<file path="config.mk">
export PLATFORM = sky130hd
export DESIGN_NAME = chain_xlate
export DESIGN_NICKNAME = d
export VERILOG_FILES = /design/src/rtl/chain_xlate_pkg.sv /design/src/rtl/chain_xlate_win.sv /design/src/rtl/chain_xlate_cache.sv /design/src/rtl/chain_xlate.sv
export SDC_FILE = /design/constraint.sdc
export NUM_CORES = 1
export LEC_CHECK = 0
export CAP_MARGIN = 20
export CORE_AREA = 10 10 135 137
export CTS_CLUSTER_SIZE = 25
export DETAILED_ROUTE_END_ITERATION = 10
export DIE_AREA = 0 0 145 147
export DONT_BUFFER_PORTS = 1
export GPL_TIMING_DRIVEN = 0
export PLACE_DENSITY = 0.85
export SETUP_SLACK_MARGIN = 0.3
export SLEW_MARGIN = 40
export SYNTH_ARGS = -nofsm -noshare
export SYNTH_HDL_FRONTEND = slang
export SYNTH_HIERARCHICAL = 1
export SYNTH_SLANG_ARGS = --single-unit
</file>
<file path="constraint.sdc">
create_clock -name clk_i -period 4.5 [get_ports clk_i]
set_input_delay 0.225 -clock clk_i [delete_from_list [all_inputs] [get_ports clk_i]]
set_output_delay 0.225 -clock clk_i [all_outputs]
set_load 0.01 [all_outputs]
</file>
<file path="src/rtl/chain_xlate_pkg.sv">
package chain_xlate_pkg;
  localparam int unsigned ENT_W    = 64;
  localparam int unsigned PG_SH    = 12;
  localparam int unsigned WIN_SH   = 20;
  localparam int unsigned SLOT_W   = 9;
  localparam logic [SLOT_W-1:0] SLOT_PREV = 9'd510;
  localparam logic [SLOT_W-1:0] SLOT_NEXT = 9'd511;

  typedef enum logic [1:0] {S_IDLE, S_DEC, S_FETCH, S_RESP} state_e;
  typedef enum logic [1:0] {K_ENTRY, K_NEXT, K_PREV} kind_e;
endpackage

</file>
<file path="src/rtl/chain_xlate_win.sv">
module chain_xlate_win #(
  parameter int unsigned WW = 12,
  parameter int unsigned TW = 8
) (
  input  logic [WW-1:0] va_win_i,
  input  logic [WW-1:0] base_win_i,
  input  logic [TW-1:0] tables_i,
  input  logic [TW-1:0] cur_win_i,
  output logic [TW-1:0] tgt_o,
  output logic          fault_o,
  output logic          same_o,
  output logic          up_o
);
  localparam int unsigned XW = WW + 2;

  logic [XW-1:0] rel, cnt;

  always_comb begin
    rel     = XW'(va_win_i - base_win_i);
    cnt     = XW'(tables_i);
    tgt_o   = '0;
    fault_o = 1'b0;
    if (va_win_i < base_win_i) begin
      fault_o = 1'b1;
    end else if (rel < cnt) begin
      tgt_o = TW'(rel);
    end else if (rel < (cnt << 1)) begin
      tgt_o = TW'(rel - cnt);
    end else begin
      fault_o = 1'b1;
    end
    same_o = (tgt_o == cur_win_i);
    up_o   = (tgt_o > cur_win_i);
  end
endmodule

</file>
<file path="src/rtl/chain_xlate_cache.sv">
module chain_xlate_cache #(
  parameter int unsigned PPW = 28,
  parameter int unsigned TW  = 8
) (
  input  logic           clk_i,
  input  logic           rst_ni,
  input  logic           load_i,
  input  logic [PPW-1:0] first_page_i,
  input  logic           step_i,
  input  logic           up_i,
  input  logic [PPW-1:0] link_page_i,
  output logic [PPW-1:0] page_o,
  output logic [TW-1:0]  win_o
);
  always_ff @(posedge clk_i or negedge rst_ni) begin
    if (!rst_ni) begin
      page_o <= '0;
      win_o  <= '0;
    end else if (load_i) begin
      page_o <= first_page_i;
      win_o  <= '0;
    end else if (step_i) begin
      page_o <= link_page_i;
      win_o  <= up_i ? win_o + 1'b1 : win_o - 1'b1;
    end
  end
endmodule

</file>
<file path="src/rtl/chain_xlate.sv">
module chain_xlate
  import chain_xlate_pkg::*;
#(
  parameter int unsigned VAW = 32,
  parameter int unsigned PAW = 40,
  parameter int unsigned TW  = 8,
  parameter int unsigned WW  = VAW - WIN_SH,
  parameter int unsigned PPW = PAW - PG_SH
) (
  input  logic              clk_i,
  input  logic              rst_ni,
  input  logic              cfg_we_i,
  input  logic [WW-1:0]     cfg_in_win_i,
  input  logic [PPW-1:0]    cfg_tbl_page_i,
  input  logic [TW-1:0]     cfg_tables_i,
  input  logic              req_valid_i,
  output logic              req_ready_o,
  input  logic [VAW-1:0]    req_va_i,
  output logic              mem_req_o,
  output logic [PAW-1:0]    mem_addr_o,
  input  logic              mem_rvalid_i,
  input  logic [ENT_W-1:0]  mem_rdata_i,
  output logic              rsp_valid_o,
  output logic [PAW-1:0]    rsp_pa_o,
  output logic              rsp_fault_o
);
  state_e          state_q;
  kind_e           kind_q;
  logic [VAW-1:0]  va_q;
  logic [WW-1:0]   base_win_q;
  logic [TW-1:0]   tables_q;
  logic [PPW-1:0]  cur_page;
  logic [TW-1:0]   cur_win;
  logic [TW-1:0]   tgt_win;
  logic            win_fault, win_same, win_up;
  logic            word_ok, step;
  logic [PPW-1:0]  rd_page;

  // page bits plus zero reserved bits plus valid flag
  assign word_ok = mem_rdata_i[0] && (mem_rdata_i[PG_SH-1:1] == '0)
                   && (mem_rdata_i[ENT_W-1:PAW] == '0);
  assign rd_page = mem_rdata_i[PAW-1:PG_SH];
  assign step    = (state_q == S_FETCH) && mem_rvalid_i && (kind_q != K_ENTRY)
                   && word_ok && !cfg_we_i;

  chain_xlate_win #(.WW(WW), .TW(TW)) u_win (
    .va_win_i  (va_q[VAW-1:WIN_SH]),
    .base_win_i(base_win_q),
    .tables_i  (tables_q),
    .cur_win_i (cur_win),
    .tgt_o     (tgt_win),
    .fault_o   (win_fault),
    .same_o    (win_same),
    .up_o      (win_up)
  );

  chain_xlate_cache #(.PPW(PPW), .TW(TW)) u_cache (
    .clk_i       (clk_i),
    .rst_ni      (rst_ni),
    .load_i      (cfg_we_i),
    .first_page_i(cfg_tbl_page_i),
    .step_i      (step),
    .up_i        (kind_q == K_NEXT),
    .link_page_i (rd_page),
    .page_o      (cur_page),
    .win_o       (cur_win)
  );

  always_ff @(posedge clk_i or negedge rst_ni) begin
    if (!rst_ni) begin
      state_q     <= S_IDLE;
      kind_q      <= K_ENTRY;
      va_q        <= '0;
      base_win_q  <= '0;
      tables_q    <= '0;
      mem_addr_o  <= '0;
      rsp_pa_o    <= '0;
      rsp_fault_o <= 1'b0;
    end else if (cfg_we_i) begin
      base_win_q <= cfg_in_win_i;
      tables_q   <= cfg_tables_i;
      state_q    <= S_IDLE;
    end else begin
      case (state_q)
        S_IDLE: if (req_valid_i) begin
          va_q    <= req_va_i;
          state_q <= S_DEC;
        end
        S_DEC: begin
          if (win_fault) begin
            rsp_pa_o    <= '0;
            rsp_fault_o <= 1'b1;
            state_q     <= S_RESP;
          end else begin
            state_q <= S_FETCH;
            if (win_same) begin
              kind_q     <= K_ENTRY;
              mem_addr_o <= {cur_page, 1'b0, va_q[WIN_SH-1:PG_SH], 3'b000};
            end else if (win_up) begin
              kind_q     <= K_NEXT;
              mem_addr_o <= {cur_page, SLOT_NEXT, 3'b000};
            end else begin
              kind_q     <= K_PREV;
              mem_addr_o <= {cur_page, SLOT_PREV, 3'b000};
            end
          end
        end
        S_FETCH: if (mem_rvalid_i) begin
          if (kind_q == K_ENTRY) begin
            rsp_pa_o    <= word_ok ? {rd_page, va_q[PG_SH-1:0]} : '0;
            rsp_fault_o <= !word_ok;
            state_q     <= S_RESP;
          end else if (word_ok) begin
            state_q <= S_DEC;
          end else begin
            rsp_pa_o    <= '0;
            rsp_fault_o <= 1'b1;
            state_q     <= S_RESP;
          end
        end
        default: state_q <= S_IDLE;
      endcase
    end
  end

  assign req_ready_o = (state_q == S_IDLE);
  assign mem_req_o   = (state_q == S_FETCH);
  assign rsp_valid_o = (state_q == S_RESP);
endmodule

</file>
==> results.sh, run 1 <==
export IMPL_whs_ns=0.0111
export IMPL_dp_final_hpwl_um=17500
export IMPL_cts_buffers=17
export IMPL_area_growth_pct=29.1
export IMPL_start_util_pct=56.4
export IMPL_endpoint_kind="register"
export IMPL_drc=0
export IMPL_via_count=7577
export IMPL_final_area_um2=11300
export IMPL_violations="negative setup slack"
export IMPL_p_sw_share_pct=40.5
export IMPL_power_density_nw_per_um2=577
export IMPL_netlist_area_um2=8790
export IMPL_cts_sinks=170
export IMPL_ir_drop_mv=0.352
export IMPL_status="complete, but fails checks"
export IMPL_setup_slack_ns=-0.118
export IMPL_p_int_mw=3.90
export IMPL_period_minus_slack_ns=4.62
export IMPL_place_gp_congestion=0.857
export IMPL_die_w_um=145
export IMPL_tightest_slew_ns=0.629
export IMPL_dr_pass1_iters=6
export IMPL_drt_wl_total_um=28900
export IMPL_combPwrFrac_pct=39.5
export IMPL_postRouteAntennaNets=0
export IMPL_rows=46
export IMPL_fmax_ghz=0.217
export IMPL_grt_pass1_vias=8154
export IMPL_cts_buffer_depth=2
export IMPL_dr_first_iter_drc_count=503
export IMPL_cp_max_fo=6
export IMPL_placed_area_um2=9070
export IMPL_final_hold_violation_count=0
export IMPL_cts_clk_slew_worst_paths_ns=0.08
export IMPL_fin_crit_sh_pct=103
export IMPL_maxCapViolCount=0
export IMPL_htreeDepth=4
export IMPL_port_buffers=0
export IMPL_core_um2=15600
export IMPL_grt_total_usage_pct=26.3
export IMPL_clock_latency_ns=0.44
export IMPL_die_h_um=147
export IMPL_wl_per_cell_um=22.6
export IMPL_cts_tree="built"
export IMPL_final_core_util_pct=72.8
export IMPL_ys_warn_count=6
export IMPL_setup_violations=3
export IMPL_antenna_cells=0
export IMPL_skew_ns=0.0195
export IMPL_synth_area_per_cell_um2=10.0
export IMPL_rsz0062_at_grt="yes"
export IMPL_p_sw_mw=2.65
export IMPL_drive_gt1_share_pct=20.1
export IMPL_crit_path_start_kind="register"
export IMPL_antenna_found_initial=0
export IMPL_die_area_um2=21300
export IMPL_setup_tns_ns=-0.251
export IMPL_path_class="register to register"
export IMPL_io_pins=233
export IMPL_p_leak_nw=5.15
export IMPL_cts_root_buf="clkbuf_16"
export IMPL_grt_max_degree=171
export IMPL_worstPathRequired_ns=4.82
export IMPL_dp_cells=1094
export IMPL_stdcell_count=1276
export IMPL_power_mw=6.55
export IMPL_globalRouteOverflowTotal=0
export IMPL_power_frac_seq_pct=37.4
export IMPL_dp_slack_ns=-0.330
export IMPL_grt_pass1_wl_um=45000
export IMPL_nets=1241
export IMPL_clock_power_share_pct=23.1
export IMPL_worst_hold_path_type="primary input to register"
export IMPL_slew_headroom_pct=57.9
export IMPL_slew_viol_final=0
export IMPL_via_per_inst=5.94
export IMPL_cp_arrival_ns=4.93
export IMPL_netlist_instances=876
==> final cells by class <==
cell class,count,area [um2]
multi-input combinational,624,4320
clock buffer,17,425
buffer,44,265
tap,216,270
timing repair buffer,150,1470
sequential,170,4250
inverter,40,150
fill,972,4250
clock inverter,15,195
==> path summary, 6_finish.rpt <==
kind / start / end / slack, ns / cells past startpoint
max: base_win_q[0] / mem_addr_o[3] / -0.12 / 25
min: mem_rdata_i[17] / u_cache/page_o[5] / 0.01 / 2
max reg2reg: base_win_q[0] / mem_addr_o[3] / -0.12 / 25
min reg2reg: u_cache/page_o[12] / mem_addr_o[24] / 0.48 / 2
max in group asynchronous: rst_ni / u_cache/win_o[7] / 3.30 / 3
min in group asynchronous: rst_ni / va_q[12] / 0.39 / 2
==> layout by cell type (no fill, tap or decap), types with 4 or more instances in the layout <==
cell	count
a21o_1	12
a21oi_1	29
a21oi_2	33
a22o_1	8
a31oi_1	6
buf_2	15
buf_4	29
buf_6	5
clkbuf_1	9
clkbuf_16	17
clkbuf_4	6
clkinv_8	6
dfrtp_1	170
dlygate4sd3_1	123
ha_1	40
inv_1	37
mux2_2	46
mux2i_1	32
nand2_1	201
nand2b_1	4
nand3_1	9
nand3b_1	4
nand4_1	5
nor2_1	32
nor2b_1	6
nor3_1	10
nor4_1	6
o21a_1	11
o21ai_0	47
o31ai_1	4
xnor2_1	5
xnor2_2	4
==> flip-flops by register name, summed over array words and instances, names as in the netlist <==
name            count
rsp_pa_o           40
va_q               32
base_win_q         12
u_cache/win_o       8
tables_q            8
mem_addr_o         37
u_cache/page_o     28
kind_q              2
state_q             2
rsp_fault_o         1
==> timing repair <==
action | 4_1_cts | 5_1_grt
endpoints found under the hold margin | 278 | 0
cloned | 0 | 1
gates resized for setup | 28 | 48
endpoints found under the setup margin | 78 | 78
setup buffers | 9 | 15
hold buffers | 124 | 0
pin swaps | 7 | 19
==> power by group through the flow <==
stage / registers [mW] / logic, mW / clock network (mW)
after floorplan: 2.30 / 1.55 / 0
after global placement: 2.43 / 1.80 / 0
after detailed placement: 2.44 / 1.87 / 0
after CTS: 2.42 / 2.22 / 1.51
after global routing: 2.49 / 2.81 / 1.58
final: 2.45 / 2.59 / 1.51
==> critical path: stages (launching register included) <==
cell,delay [ns]
dfrtp_1,0.42
ha_4,0.18
fa_2,0.38
nor2b_4,0.15
o31a_1,0.20
o21a_1,0.15
nor2_2,0.06
xnor2_2,0.24
ha_1,0.28
o21a_1,0.14
o21ai_2,0.19
a21oi_2,0.06
or3_4,0.34
buf_6,0.14
nand3b_1,0.10
a21oi_2,0.07
ha_1,0.31
nor2b_1,0.13
o21ai_1,0.13
nand2b_1,0.09
a21oi_2,0.16
nor2_2,0.05
a211oi_2,0.22
nor2_2,0.08
mux2i_1,0.13
o21ai_1,0.08
==> metal layers <==
layer,vias up,routed length [um],part of all wire (%),global-route usage [%]
met1,3720,10200,35,29.0
met3,79,3010,10,9.43
met2,437,14900,52,46.1
met4,0,764,2.6,8.89
li1,3341,-,-,-
met5,-,0,0,0
Note: power is estimated with default switching activity, not from simulation.
==> run 2, diff against run 1 <==
--- a/config.mk
+++ b/config.mk
@@ -5,14 +5,15 @@
 export SDC_FILE = /design/constraint.sdc
 export NUM_CORES = 1
 export LEC_CHECK = 0
+export ABC_AREA = 1
 export CAP_MARGIN = 20
-export CORE_AREA = 10 10 135 137
+export CORE_AREA = 10 10 136 138
 export CTS_CLUSTER_SIZE = 25
 export DETAILED_ROUTE_END_ITERATION = 10
-export DIE_AREA = 0 0 145 147
+export DIE_AREA = 0 0 146 148
 export DONT_BUFFER_PORTS = 1
 export GPL_TIMING_DRIVEN = 0
-export PLACE_DENSITY = 0.85
+export PLACE_DENSITY = 0.86
 export SETUP_SLACK_MARGIN = 0.3
 export SLEW_MARGIN = 40
 export SYNTH_ARGS = -nofsm -noshare
==> run 2 against run 1 <==
Against the previous run:
- the flow now finishes without violations
- combinational power grew 61%
- die area grew 1.4%
- sequential cell count is the same
- maximum frequency grew 9.9%
- hold slack lost 0.0015 ns
- largest power group unchanged
- highest routed layer unchanged
==> results.sh, run 2 <==
export IMPL_period_minus_slack_ns=4.20
export IMPL_postRouteAntennaNets=0
export IMPL_area_growth_pct=25.8
export IMPL_fin_crit_sh_pct=93.3
export IMPL_place_gp_congestion=0.907
export IMPL_power_mw=8.36
export IMPL_setup_violations=0
export IMPL_netlist_area_um2=9030
export IMPL_wl_per_cell_um=20.5
export IMPL_multi_input_area_um2=4390
export IMPL_p_leak_nw=5.62
export IMPL_netlist_instances=1093
export IMPL_via_per_inst=5.86
export IMPL_status="finished clean"
export IMPL_endpoint_kind="register"
export IMPL_dp_cells=1311
export IMPL_htreeDepth=4
export IMPL_cp_slowest_cell="dfrtp_1"
export IMPL_largest_reg_flops=40
export IMPL_dp_final_hpwl_um=19600
export IMPL_via_count=8572
export IMPL_cts_root_buf="clkbuf_16"
export IMPL_layout_commonest_cell="nand2_1"
export IMPL_tightest_slew_ns=0.616
export IMPL_rows=46
export IMPL_grt_max_degree=171
export IMPL_grt_pass1_wl_um=45200
export IMPL_cts_sinks=170
export IMPL_cts_tree="built"
export IMPL_wl_met3_um=3120
export IMPL_wl_met2_um=14500
export IMPL_die_area_um2=21600
export IMPL_port_buffers=0
export IMPL_antenna_found_initial=1
export IMPL_crit_top_cell="nand2_2"
export IMPL_cts_buffers=17
export IMPL_drt_wl_total_um=30000
export IMPL_synth_area_per_cell_um2=8.26
export IMPL_slew_headroom_pct=59.0
export IMPL_skew_ns=0.0150
export IMPL_regArea_um2=4250
export IMPL_routed_top_layer="met4"
export IMPL_maxCapViolCount=0
export IMPL_nets=1426
export IMPL_fmax_ghz=0.238
export IMPL_core_um2=15700
export IMPL_dr_pass1_iters=7
export IMPL_mostFrequentLayoutCells="nand2_1 (350), dfrtp_1 (170), dlygate4sd3_1 (103), a21oi_1 (101), nor2_1 (88)"
export IMPL_dr_first_iter_drc_count=849
export IMPL_crit_path_max_incr_delay_ns=0.42
export IMPL_cp_max_fo=5
export IMPL_wl_met1_um=10700
export IMPL_cts_buffer_depth=2
export IMPL_clock_latency_ns=0.44
export IMPL_top_register="rsp_pa_o"
export IMPL_drive_gt1_share_pct=15.1
export IMPL_ys_warn_count=6
export IMPL_globalRouteOverflowTotal=0
export IMPL_drc=0
export IMPL_die_h_um=148
export IMPL_path_class="register to register"
export IMPL_nFillCells=1063
export IMPL_ir_drop_mv=0.426
export IMPL_worstPathRequired_ns=4.81
export IMPL_worst_hold_path_type="primary input to register"
export IMPL_rsz0062_at_grt="no"
export IMPL_stdcell_count=1462
export IMPL_power_density_nw_per_um2=736
export IMPL_final_hold_violation_count=0
export IMPL_top_regs="rsp_pa_o x40, mem_addr_o x37, va_q x32"
export IMPL_grt_total_usage_pct=25.9
export IMPL_start_util_pct=57.5
export IMPL_cts_clk_slew_worst_paths_ns=0.08
export IMPL_grt_pass1_vias=8423
export IMPL_cp_arrival_ns=4.51
export IMPL_crit_path_start_kind="register"
export IMPL_io_pins=233
export IMPL_slew_viol_final=0
export IMPL_die_w_um=146
run 2: changes by cell type in the layout (fill, tap and decap cells not counted), moves of 18 or more:
cell | before | now
a21oi_2 | 33 | 2
nand2_1 | 201 | 350
inv_1 | 37 | 85
mux2i_1 | 32 | 0
o21ai_0 | 47 | 14
a21oi_1 | 29 | 101
dlygate4sd3_1 | 123 | 103
nand4_1 | 5 | 23
nor2_1 | 32 | 88
nand3_1 | 9 | 36
run 2: critical path, delay by kind of cell, from the launching register on:
| kind | cells | cell delay, ns |
|---|---|---|
| fa+ha+maj | 4 | 1.07 |
| buf+inv | 6 | 0.61 |
| compound gates | 3 | 0.23 |
| flops | 1 | 0.42 |
| simple gates | 12 | 1.52 |
| xor+xnor | 1 | 0.20 |
run 2: power by group:
part / switching [mW] / leakage [nW] / internal (mW)
sequential: 0.574 / 2.13 / 2.05
combinational: 2.47 / 3.18 / 1.71
clock: 0.704 / 0.303 / 0.855
total: 3.75 / 5.62 / 4.61
run 2: area by class of cell:
class,count,area share [%]
inverter,101,3.38
clock buffer,18,3.78
tap,216,2.38
antenna,1,0.0220
timing repair buffer,118,10.5
buffer,39,2.07
clock inverter,14,1.82
sequential,170,37.4
multi-input combinational,785,38.6
run 2: worst paths after layout:
path                                         start                  to  slack (ns)  cells after the start
worst max-delay path                 base_win_q[0]       mem_addr_o[3]        0.30                     26
worst min-delay path            cfg_tbl_page_i[17]  u_cache/page_o[17]        0.01                      2
max in group asynchronous                   rst_ni       mem_addr_o[7]        3.25                      3
worst min register to register   u_cache/page_o[8]      mem_addr_o[20]        0.47                      2
worst max register to register       base_win_q[0]       mem_addr_o[3]        0.30                     26
min in group asynchronous                   rst_ni       base_win_q[4]        0.34                      2
run 2: layer usage:
| metal | vias up | global-route usage, % |
|---|---|---|
| met5 | - | 0 |
| met4 | 0 | 13.6 |
| met3 | 143 | 7.60 |
| met2 | 589 | 42.7 |
| met1 | 4053 | 30.0 |
| li1 | 3787 | - |
run 2: metrics by stage:
stage	hold slack [ns]	TNS, ns	util, %	worst slack [ns]	cell area, um2
4_1_cts	0.000122	0	70.2	0.313	11000
6_report	0.00967	0	72.3	0.299	11400
3_3_place_gp	-0.0643	-1.05	59.2	-0.146	9310
5_1_grt	0.0193	0	72.3	0.207	11400
3_5_place_dp	-0.0651	-2.34	59.2	-0.273	9310
2_1_floorplan	-0.0706	0	-	0.582	9040
run 2: timing repair:
item,in CTS,in global routing
pin swaps,1,13
buffers inserted,1,12
hold endpoints to repair,270,0
hold buffers,104,0
endpoints found under the setup margin,11,80
resized for setup,6,41
